<file path="src/rtl/mbt_pkg.sv">
package mbt_pkg;

  typedef enum logic [2:0] {
    PH_SAVE    = 3'd0,
    PH_WPAT    = 3'd1,
    PH_RPAT    = 3'd2,
    PH_WINV    = 3'd3,
    PH_RINV    = 3'd4,
    PH_RESTORE = 3'd5
  } phase_e;

  localparam int unsigned OPS_PER_WORD = 6;

endpackage

</file>
<file path="src/rtl/mbt_sequencer.sv">
module mbt_sequencer
  import mbt_pkg::*;
#(
  parameter int unsigned ADDR_W = 6,
  parameter int unsigned WIN    = 4
) (
  input  logic              clk,
  input  logic              rst_n,
  input  logic              launch,
  output logic              active,
  output phase_e            phase,
  output logic [ADDR_W-1:0] word_addr,
  output logic              pass_done
);

  localparam int unsigned CNT_W = (WIN > 1) ? $clog2(WIN) : 1;
  localparam logic [CNT_W-1:0] CNT_LAST = CNT_W'(WIN - 1);

  logic              active_q, active_d;
  phase_e            phase_q, phase_d;
  logic [ADDR_W-1:0] ptr_q, ptr_d;
  logic [CNT_W-1:0]  wcnt_q, wcnt_d;
  logic              done_q, done_d;

  logic word_end, at_top, burst_end;

  assign word_end  = active_q && (phase_q == PH_RESTORE);
  assign at_top    = &ptr_q;
  assign burst_end = word_end && ((wcnt_q == CNT_LAST) || at_top);

  always_comb begin
    active_d = active_q;
    phase_d  = phase_q;
    ptr_d    = ptr_q;
    wcnt_d   = wcnt_q;
    done_d   = 1'b0;
    if (!active_q) begin
      if (launch) begin
        active_d = 1'b1;
        phase_d  = PH_SAVE;
        wcnt_d   = '0;
      end
    end else if (word_end) begin
      ptr_d   = ptr_q + 1'b1;
      wcnt_d  = wcnt_q + 1'b1;
      phase_d = PH_SAVE;
      if (burst_end) begin
        active_d = 1'b0;
        done_d   = at_top;
      end
    end else begin
      phase_d = phase_e'(phase_q + 3'd1);
    end
  end

  always_ff @(posedge clk or negedge rst_n) begin
    if (!rst_n) begin
      active_q <= 1'b0;
      phase_q  <= PH_SAVE;
      ptr_q    <= '0;
      wcnt_q   <= '0;
      done_q   <= 1'b0;
    end else begin
      active_q <= active_d;
      phase_q  <= phase_d;
      ptr_q    <= ptr_d;
      wcnt_q   <= wcnt_d;
      done_q   <= done_d;
    end
  end

  assign active    = active_q;
  assign phase     = phase_q;
  assign word_addr = ptr_q;
  assign pass_done = done_q;

endmodule

</file>
<file path="src/rtl/mbt_datapath.sv">
module mbt_datapath
  import mbt_pkg::*;
#(
  parameter int unsigned ADDR_W = 6,
  parameter int unsigned DATA_W = 16
) (
  input  logic              clk,
  input  logic              rst_n,
  input  logic              active,
  input  phase_e            phase,
  input  logic [ADDR_W-1:0] word_addr,
  input  logic [DATA_W-1:0] mem_rdata,
  output logic [DATA_W-1:0] bist_wdata,
  output logic              fail,
  output logic [ADDR_W-1:0] fail_addr
);

  logic [DATA_W-1:0] pat;

  // Checkerboard background whose phase follows the word address.
  generate
    for (genvar i = 0; i < DATA_W; i++) begin : g_pat
      assign pat[i] = ((i % 2) == 0) ^ word_addr[0];
    end
  endgenerate

  logic              cap_save_q, cap_save_d;
  logic [DATA_W-1:0] save_q;
  logic              cmp_vld_q, cmp_vld_d;
  logic [DATA_W-1:0] cmp_exp_q, cmp_exp_d;
  logic [ADDR_W-1:0] cmp_addr_q;
  logic              fail_q, fail_d;
  logic [ADDR_W-1:0] fail_addr_q, fail_addr_d;
  logic              mismatch;

  assign cap_save_d = active && (phase == PH_SAVE);
  assign cmp_vld_d  = active && ((phase == PH_RPAT) || (phase == PH_RINV));
  assign cmp_exp_d  = (phase == PH_RPAT) ? pat : ~pat;
  assign mismatch   = cmp_vld_q && (mem_rdata != cmp_exp_q);

  always_comb begin
    fail_d      = fail_q;
    fail_addr_d = fail_addr_q;
    if (mismatch && !fail_q) begin
      fail_d      = 1'b1;
      fail_addr_d = cmp_addr_q;
    end
  end

  always_comb begin
    case (phase)
      PH_WPAT: bist_wdata = pat;
      PH_WINV: bist_wdata = ~pat;
      default: bist_wdata = save_q;
    endcase
  end

  always_ff @(posedge clk or negedge rst_n) begin
    if (!rst_n) begin
      cap_save_q  <= 1'b0;
      cmp_vld_q   <= 1'b0;
      fail_q      <= 1'b0;
      fail_addr_q <= '0;
    end else begin
      cap_save_q  <= cap_save_d;
      cmp_vld_q   <= cmp_vld_d;
      fail_q      <= fail_d;
      fail_addr_q <= fail_addr_d;
    end
  end

  // Data-only registers, loaded under explicit enables.
  always_ff @(posedge clk) begin
    if (cap_save_q) save_q <= mem_rdata;
    if (cmp_vld_d) begin
      cmp_exp_q  <= cmp_exp_d;
      cmp_addr_q <= word_addr;
    end
  end

  assign fail      = fail_q;
  assign fail_addr = fail_addr_q;

endmodule

</file>
<file path="src/rtl/mbt_arbiter.sv">
module mbt_arbiter
  import mbt_pkg::*;
#(
  parameter int unsigned ADDR_W = 6,
  parameter int unsigned DATA_W = 16
) (
  input  logic              test_en,
  input  logic              fn_req,
  input  logic              fn_we,
  input  logic [ADDR_W-1:0] fn_addr,
  input  logic [DATA_W-1:0] fn_wdata,
  input  logic              bist_active,
  input  phase_e            phase,
  input  logic [ADDR_W-1:0] bist_addr,
  input  logic [DATA_W-1:0] bist_wdata,
  output logic              fn_gnt,
  output logic              launch,
  output logic              mem_en,
  output logic              mem_we,
  output logic [ADDR_W-1:0] mem_addr,
  output logic [DATA_W-1:0] mem_wdata
);

  logic bist_we;

  assign bist_we = (phase == PH_WPAT) || (phase == PH_WINV) || (phase == PH_RESTORE);
  assign fn_gnt  = fn_req && !bist_active;
  assign launch  = test_en && !fn_req && !bist_active;

  always_comb begin
    if (bist_active) begin
      mem_en    = 1'b1;
      mem_we    = bist_we;
      mem_addr  = bist_addr;
      mem_wdata = bist_wdata;
    end else begin
      mem_en    = fn_req;
      mem_we    = fn_req && fn_we;
      mem_addr  = fn_addr;
      mem_wdata = fn_wdata;
    end
  end

endmodule

</file>
<file path="src/rtl/burst_memtest.sv">
module burst_memtest
  import mbt_pkg::*;
#(
  parameter int unsigned ADDR_W    = 6,
  parameter int unsigned DATA_W    = 16,
  parameter int unsigned MAX_BURST = 24
) (
  input  logic              clk,
  input  logic              rst_n,
  input  logic              test_en,
  input  logic              fn_req,
  input  logic              fn_we,
  input  logic [ADDR_W-1:0] fn_addr,
  input  logic [DATA_W-1:0] fn_wdata,
  output logic              fn_gnt,
  output logic [DATA_W-1:0] fn_rdata,
  output logic              mem_en,
  output logic              mem_we,
  output logic [ADDR_W-1:0] mem_addr,
  output logic [DATA_W-1:0] mem_wdata,
  input  logic [DATA_W-1:0] mem_rdata,
  output logic              busy,
  output logic              done,
  output logic              fail,
  output logic [ADDR_W-1:0] fail_addr
);

  localparam int unsigned WIN_RAW = MAX_BURST / OPS_PER_WORD;
  localparam int unsigned WIN     = (WIN_RAW < 1) ? 1 : WIN_RAW;

  logic [1:0] rst_sync_q;
  logic       rst_n_int;

  always_ff @(posedge clk or negedge rst_n) begin
    if (!rst_n) rst_sync_q <= 2'b00;
    else        rst_sync_q <= {rst_sync_q[0], 1'b1};
  end
  assign rst_n_int = rst_sync_q[1];

  logic              launch, active;
  phase_e            phase;
  logic [ADDR_W-1:0] word_addr;
  logic [DATA_W-1:0] bist_wdata;

  mbt_sequencer #(.ADDR_W(ADDR_W), .WIN(WIN)) u_seq (
    .clk       (clk),
    .rst_n     (rst_n_int),
    .launch    (launch),
    .active    (active),
    .phase     (phase),
    .word_addr (word_addr),
    .pass_done (done)
  );

  mbt_datapath #(.ADDR_W(ADDR_W), .DATA_W(DATA_W)) u_dp (
    .clk        (clk),
    .rst_n      (rst_n_int),
    .active     (active),
    .phase      (phase),
    .word_addr  (word_addr),
    .mem_rdata  (mem_rdata),
    .bist_wdata (bist_wdata),
    .fail       (fail),
    .fail_addr  (fail_addr)
  );

  mbt_arbiter #(.ADDR_W(ADDR_W), .DATA_W(DATA_W)) u_arb (
    .test_en     (test_en),
    .fn_req      (fn_req),
    .fn_we       (fn_we),
    .fn_addr     (fn_addr),
    .fn_wdata    (fn_wdata),
    .bist_active (active),
    .phase       (phase),
    .bist_addr   (word_addr),
    .bist_wdata  (bist_wdata),
    .fn_gnt      (fn_gnt),
    .launch      (launch),
    .mem_en      (mem_en),
    .mem_we      (mem_we),
    .mem_addr    (mem_addr),
    .mem_wdata   (mem_wdata)
  );

  assign busy     = active;
  assign fn_rdata = mem_rdata;

endmodule

</file>
<file path="config.mk">
export PLATFORM = sky130hd
export DESIGN_NAME = burst_memtest
export DESIGN_NICKNAME = d
export VERILOG_FILES = /design/src/rtl/mbt_pkg.sv /design/src/rtl/mbt_sequencer.sv /design/src/rtl/mbt_datapath.sv /design/src/rtl/mbt_arbiter.sv /design/src/rtl/burst_memtest.sv
export SDC_FILE = /design/constraint.sdc
export NUM_CORES = 1
export LEC_CHECK = 0
export ABC_AREA = 1
export BUFFER_PORTS_ARGS = -buffer_cell sky130_fd_sc_hd__buf_2
export CAP_MARGIN = 20
export CELL_PAD_IN_SITES_DETAIL_PLACEMENT = 0
export CELL_PAD_IN_SITES_GLOBAL_PLACEMENT = 1
export CORE_MARGIN = 4
export CORE_UTILIZATION = 39
export CTS_CLUSTER_SIZE = 14
export DETAILED_ROUTE_END_ITERATION = 10
export PLACE_DENSITY = 0.92
export SYNTH_ARGS = -nofsm -noshare
export SYNTH_HDL_FRONTEND = slang
export SYNTH_SLANG_ARGS = --single-unit
export TNS_END_PERCENT = 50
</file>
<file path="constraint.sdc">
create_clock -name clk -period 4.2 [get_ports clk]
set_input_delay 0.84 -clock clk [delete_from_list [all_inputs] [get_ports clk]]
set_output_delay 0.84 -clock clk [all_outputs]
set_load 0.02 [all_outputs]
</file>
# Word level (Yosys, flattened, before mapping)

Index checks and enable logic that the tools add are counted.

Register bits: 62
Latch bits: 0
Memory bits (writable): 0
Bits in read-only memories: 0
Bits of input ports: 43
Logic and storage cells: 67
Memories kept: 0

Add/sub/neg operators: 3
Multiply operators: 0
Divide/modulo/power cells: 0
Magnitude comparators: 0
Eq/ne operators: 8
Shift-type cells: 0
Mux-type cells: 19
Bitwise operators: 2
Reductions and logical operators: 22

Operator list:

| operator            | number |
|---|---|
| $mux 16             | 2 |
| $pmux 16 s2         | 1 |
| $ne 16x16->1        | 1 |
| $not 16->16         | 1 |
| $logic_and 1x1->1   | 10 |
| $mux 1              | 9 |
| $mux 3              | 3 |
| $add 6x1->6 const B | 1 |
| $eq 3x2->1 const B  | 2 |
| $eq 3x3->1 const B  | 2 |
| $mux 2              | 3 |
| $mux 6              | 1 |
| $reduce_and 6->1    | 1 |
| $logic_or 1x1->1    | 4 |
| $reduce_and 2->1    | 2 |
| $add 3x1->3 const B | 1 |
| $eq 3x1->1 const B  | 1 |
| $logic_not 1->1     | 3 |
| $logic_not 3->1     | 1 |
| $add 2x1->2 const B | 1 |
| $eq 2x2->1 const B  | 1 |
| $ne 2x2->1 const B  | 1 |
| $reduce_bool 2->1   | 1 |
| $not 1->1           | 1 |

# Longest topological paths before layout

Depth in word-level cells: 6
Mapped depth: 9
Gate-level depth less buffers: 9

# By module

A second synthesis with hierarchy kept.

Cell total of the unflattened synthesis: 309
Area, all modules: 2597.5 um2

Modules (own cells, without submodules):

| module        | instances | cells each | area each (um2) | seq. area each (um2) |
|---|---|---|---|---|
| mbt_datapath  | 1         | 138        | 1412.6          | 945.9 |
| mbt_sequencer | 1         | 69         | 635.6           | 325.3 |
| mbt_arbiter   | 1         | 83         | 375.4           | 0.0 |
| burst_memtest | 1         | 19         | 173.9           | 50.0 |

# Least setup slack after synthesis

Ideal clock, no wire load.

Path kind: register to output
Start point: reg u_seq.phase_q[0], in the netlist u_seq.phase[0]
End point: out mem_wdata[0]
Arrival time: 1.539 ns
Setup slack: 1.821 ns
Cell stages (with the launch flop): 8
Path buffers: 0
Path through: dfrtp_1 > ha_1 > ha_1 > inv_1 > nand2_2 > inv_2 > nand2_1 > a21oi_1

Cells in the longest elaborated chain, start to end: 3
Elaborated cells on any way between the ends: 4
Those cells by class: eq/ne: 2; mux: 2

RTL lines:

| item                                            | line                | text |
|---|---|---|
| start, declared                                 | mbt_sequencer.sv:20 | `phase_e phase_q, phase_d;` |
| start signal, assigned                          | mbt_sequencer.sv:65 | `phase_q <= phase_d;` |
| $eq 3x2->1 / $eq 3x1->1 (equally long branches) | mbt_datapath.sv:51  | `case (phase)` |
| $pmux 16 s2 *                                   | mbt_datapath.sv:51  |  |
| $mux 16 *                                       | mbt_arbiter.sv:31   | `if (bist_active) begin` |
| end, declared                                   | burst_memtest.sv:20 | `output logic [DATA_W-1:0] mem_wdata,` |

Every way passes the cells marked *; elsewhere a longest branch is shown, timed or not.

# Final worst setup path

Start point: reg u_seq.phase_q[0], in the netlist u_seq.phase[0]
End point: out mem_wdata[2]

The elaborated chain is that of the path after synthesis.

==> results.yml <==
synthesis:
  synthTopCellsByArea: "edfxtp_1 29%, dfrtp_1 24%, nand2_1 8.7%"
  synth_edf_count: 24
  synth_top_area_share: 0.293
  synthMuxAreaShare: 0.00458
  ys_ff_latch: 48
  synth_top_family_by_area: "simple AND/OR/NAND/NOR gates"
  ys_top_cells_by_count: "57 x nand2_1, 32 x inv_1, 30 x nor2_1"
  yosysWarnings: 0
  synthCells: 264
  avgSynthCellArea_um2: 9.31
  syn-num-nets: 314
  synth_xor_area_frac: 0.0178
  ys.flop_type: "edfxtp_1"
  yosysUniqueCellTypes: 30
  synthesis.area_mm2: 0.00246
  synth-compound-area-share: 0.0754
  async_flop_share: 0.500
  seq_area_frac_synth: 0.538
  synth-simple-area-share: 0.211
  synthAdderAreaFrac: 0.0356
  yosysTopAreaCell: "edfxtp_1"
  yosysMostFrequentCell: "nand2_1"
sta:
  setup-tns-final_ns: 0
  max_freq_ghz: 0.359
  worst_pin_slew_ns: 0.885
  maxSlewViolCount: 0
  setup_viol: 0
  period_minus_slack_ns: 2.78
  hold_viol: 0
  period_share: 0.662
  rsz0062_at_grt: "no"
  relSlewSlack: 0.410
  fin_skew_ns: 0.0111
floorplan:
  ioPinCount: 93
  die_area_mm2: 0.00764
  core_region_area_mm2: 0.00603
  die_x_um: 87.4
  start_util: 0.408
  die-height_um: 87.4
  core.rowCount: 28
drt:
  drt_wl_total_um: 4950
  dr_total_vias: 1915
  ant_nets: 0
  viasPerCell: 4.56
  drtIter0Drc: 61
  dr.pass1.iters: 4
  drc_errors: 0
  wire_per_inst_um: 11.8
flow_run:
  cap_violations: 0
global_routing:
  grt_pass1_vias: 1771
  grt_max_degree: 31
  grt-ovfl-total: 0
  grt.total_usage: 0.130
  antenna_found_initial: 0
  grt_pass1_wl_um: 7850
setup_path:
  worst-path-max-fanout: 9
  cpMostUsedCell: "ha_1"
  crit_chain: "ha_1 > ha_1 > inv_1 > nand2_2 > inv_2 > nand2_1 > a21oi_1 > buf_2"
  cp_data_required_time_ns: 3.36
  cp-end-kind: "primary output"
  arrival_ns: 1.94
  path_delay_family: "adder cells"
  worst_setup_path_start_kind: "register"
  path_class: "reg2out"
  cp_slowest_stage_delay_ns: 0.44
  path_buf_inv: 3
  slowest_stage: "dfrtp_1"
run_status:
  status: "complete, no violations"
layout:
  syn_to_final_growth_pct: 22.2
  antenna_cells: 0
  utilization: 0.498
  drive_above_1_share: 0.339
  nNetsFinal: 394
  layoutNonFillerInstCount: 420
placed_design:
  hpwl_um: 3820
  placement.io_buffers: 92
  gp_congestion: 0.748
  dpl.cell_count: 412
cts:
  numCtsBuffers: 5
  root_buffer: "clkbuf_8"
  path_clk_slew_ns: 0.09
  hold_buffers: 0
  cts_max_level: 2
  cts-resized-gates: 0
  clock_sinks: 48
  insertion_delay_ns: 0.30
  cts_tree: "done"
  post_cts_buffers: 0
  clock_path_buffers: 2
power_and_ir_drop:
  p_per_area_mw_per_mm2: 705
  p_leak_nw: 1.56
  total_power_mw: 2.12
  ir_worst_vdd_v: 0.000424
worst_hold_path:
  hold_path_class: "in2async"
==> routing by layer <==
layer	part of all wire	vias up	track usage
li1	-	986	-
met4	0.0061	0	0.0349
met1	0.42	861	0.160
met3	0.085	4	0.0331
met5	0	-	0
met2	0.48	64	0.225
==> sequential cells by signal (all words and copies together) (netlist names), 2 cells and up <==
name / count
rst_sync_q: 2
u_dp.cmp_addr_q: 6
u_dp.cmp_exp_q: 2
u_dp.fail_addr: 6
u_dp.save_q: 16
u_seq.phase: 3
u_seq.wcnt_q: 2
u_seq.word_addr: 6
==> through the flow <==
stage	cell area (um2)	setup slack [ns]	hold slack, ns
final	3000	1.42	0.312
after global routing	3000	1.22	0.295
after CTS	3000	1.39	0.306
after detailed placement	2870	1.74	0.338
after global placement	2870	1.81	0.338
after floorplan	2460	1.82	0.280
==> power breakdown <==
part           leakage, nW  total [mW]  switching (mW)  internal, mW
Sequential           0.513       0.761          0.0992         0.662
Clock               0.0654       0.386           0.148         0.238
Combinational        0.982       0.970           0.639         0.332
==> worst reg2reg max path, cell delays in order, from the launching register on <==
cell     delay (ns)
dfrtp_1        0.37
buf_4          0.32
nand2_1        0.13
o22ai_1        0.66
==> cell families after synthesis <==
logic type	after synthesis
other	1
and+or+nand+nor	116
adders and majority gates	7
muxes	1
AOI/OAI and AO/OA	30
DFF	48
buffers and inverters	56
xor gates and xnor gates	5
==> cell usage in the layout (no fill, tap or decap), types with 3 or more instances in the layout <==
cell type   n
ha_1        7
nand3_1    13
dfrtp_1    24
nor2_1     30
edfxtp_1   24
nand2_1    57
inv_2       3
a21oi_1    10
o21ai_0     7
inv_1      32
buf_2      92
clkbuf_8    5
o22ai_1    10
nand2_2     3
xor2_1      5
nand2_4     3
==> worst paths after layout <==
| check | slack, ns | depth (start not counted) | endpoint | startpoint |
|---|---|---|---|---|
| worst max-delay path | 1.42 | 8 | mem_wdata[2] | u_seq.phase[0] |
| worst min-delay path | 0.31 | 1 | rst_sync_q[1] | rst_n |
| worst max register to register | 2.35 | 3 | u_dp.cmp_addr_q[0] | u_seq.active |
| worst min register to register | 0.36 | 0 | rst_sync_q[1] | rst_sync_q[0] |
| max in group asynchronous | 3.28 | 0 | u_dp.fail_addr[0] | rst_sync_q[1] |
| min in group clk | 0.36 | 0 | rst_sync_q[1] | rst_sync_q[0] |
==> area by class of cell <==
cell class | count | area, um2
Fill cell | 587 | 3020
Sequential cell | 48 | 1320
Multi-Input combinational cell | 160 | 851
Timing Repair Buffer | 93 | 468
Inverter | 36 | 136
Tap cell | 75 | 93.8
Clock buffer | 6 | 72.6
Clock inverter | 2 | 60.1
Note: power is estimated with default switching activity, not from simulation.
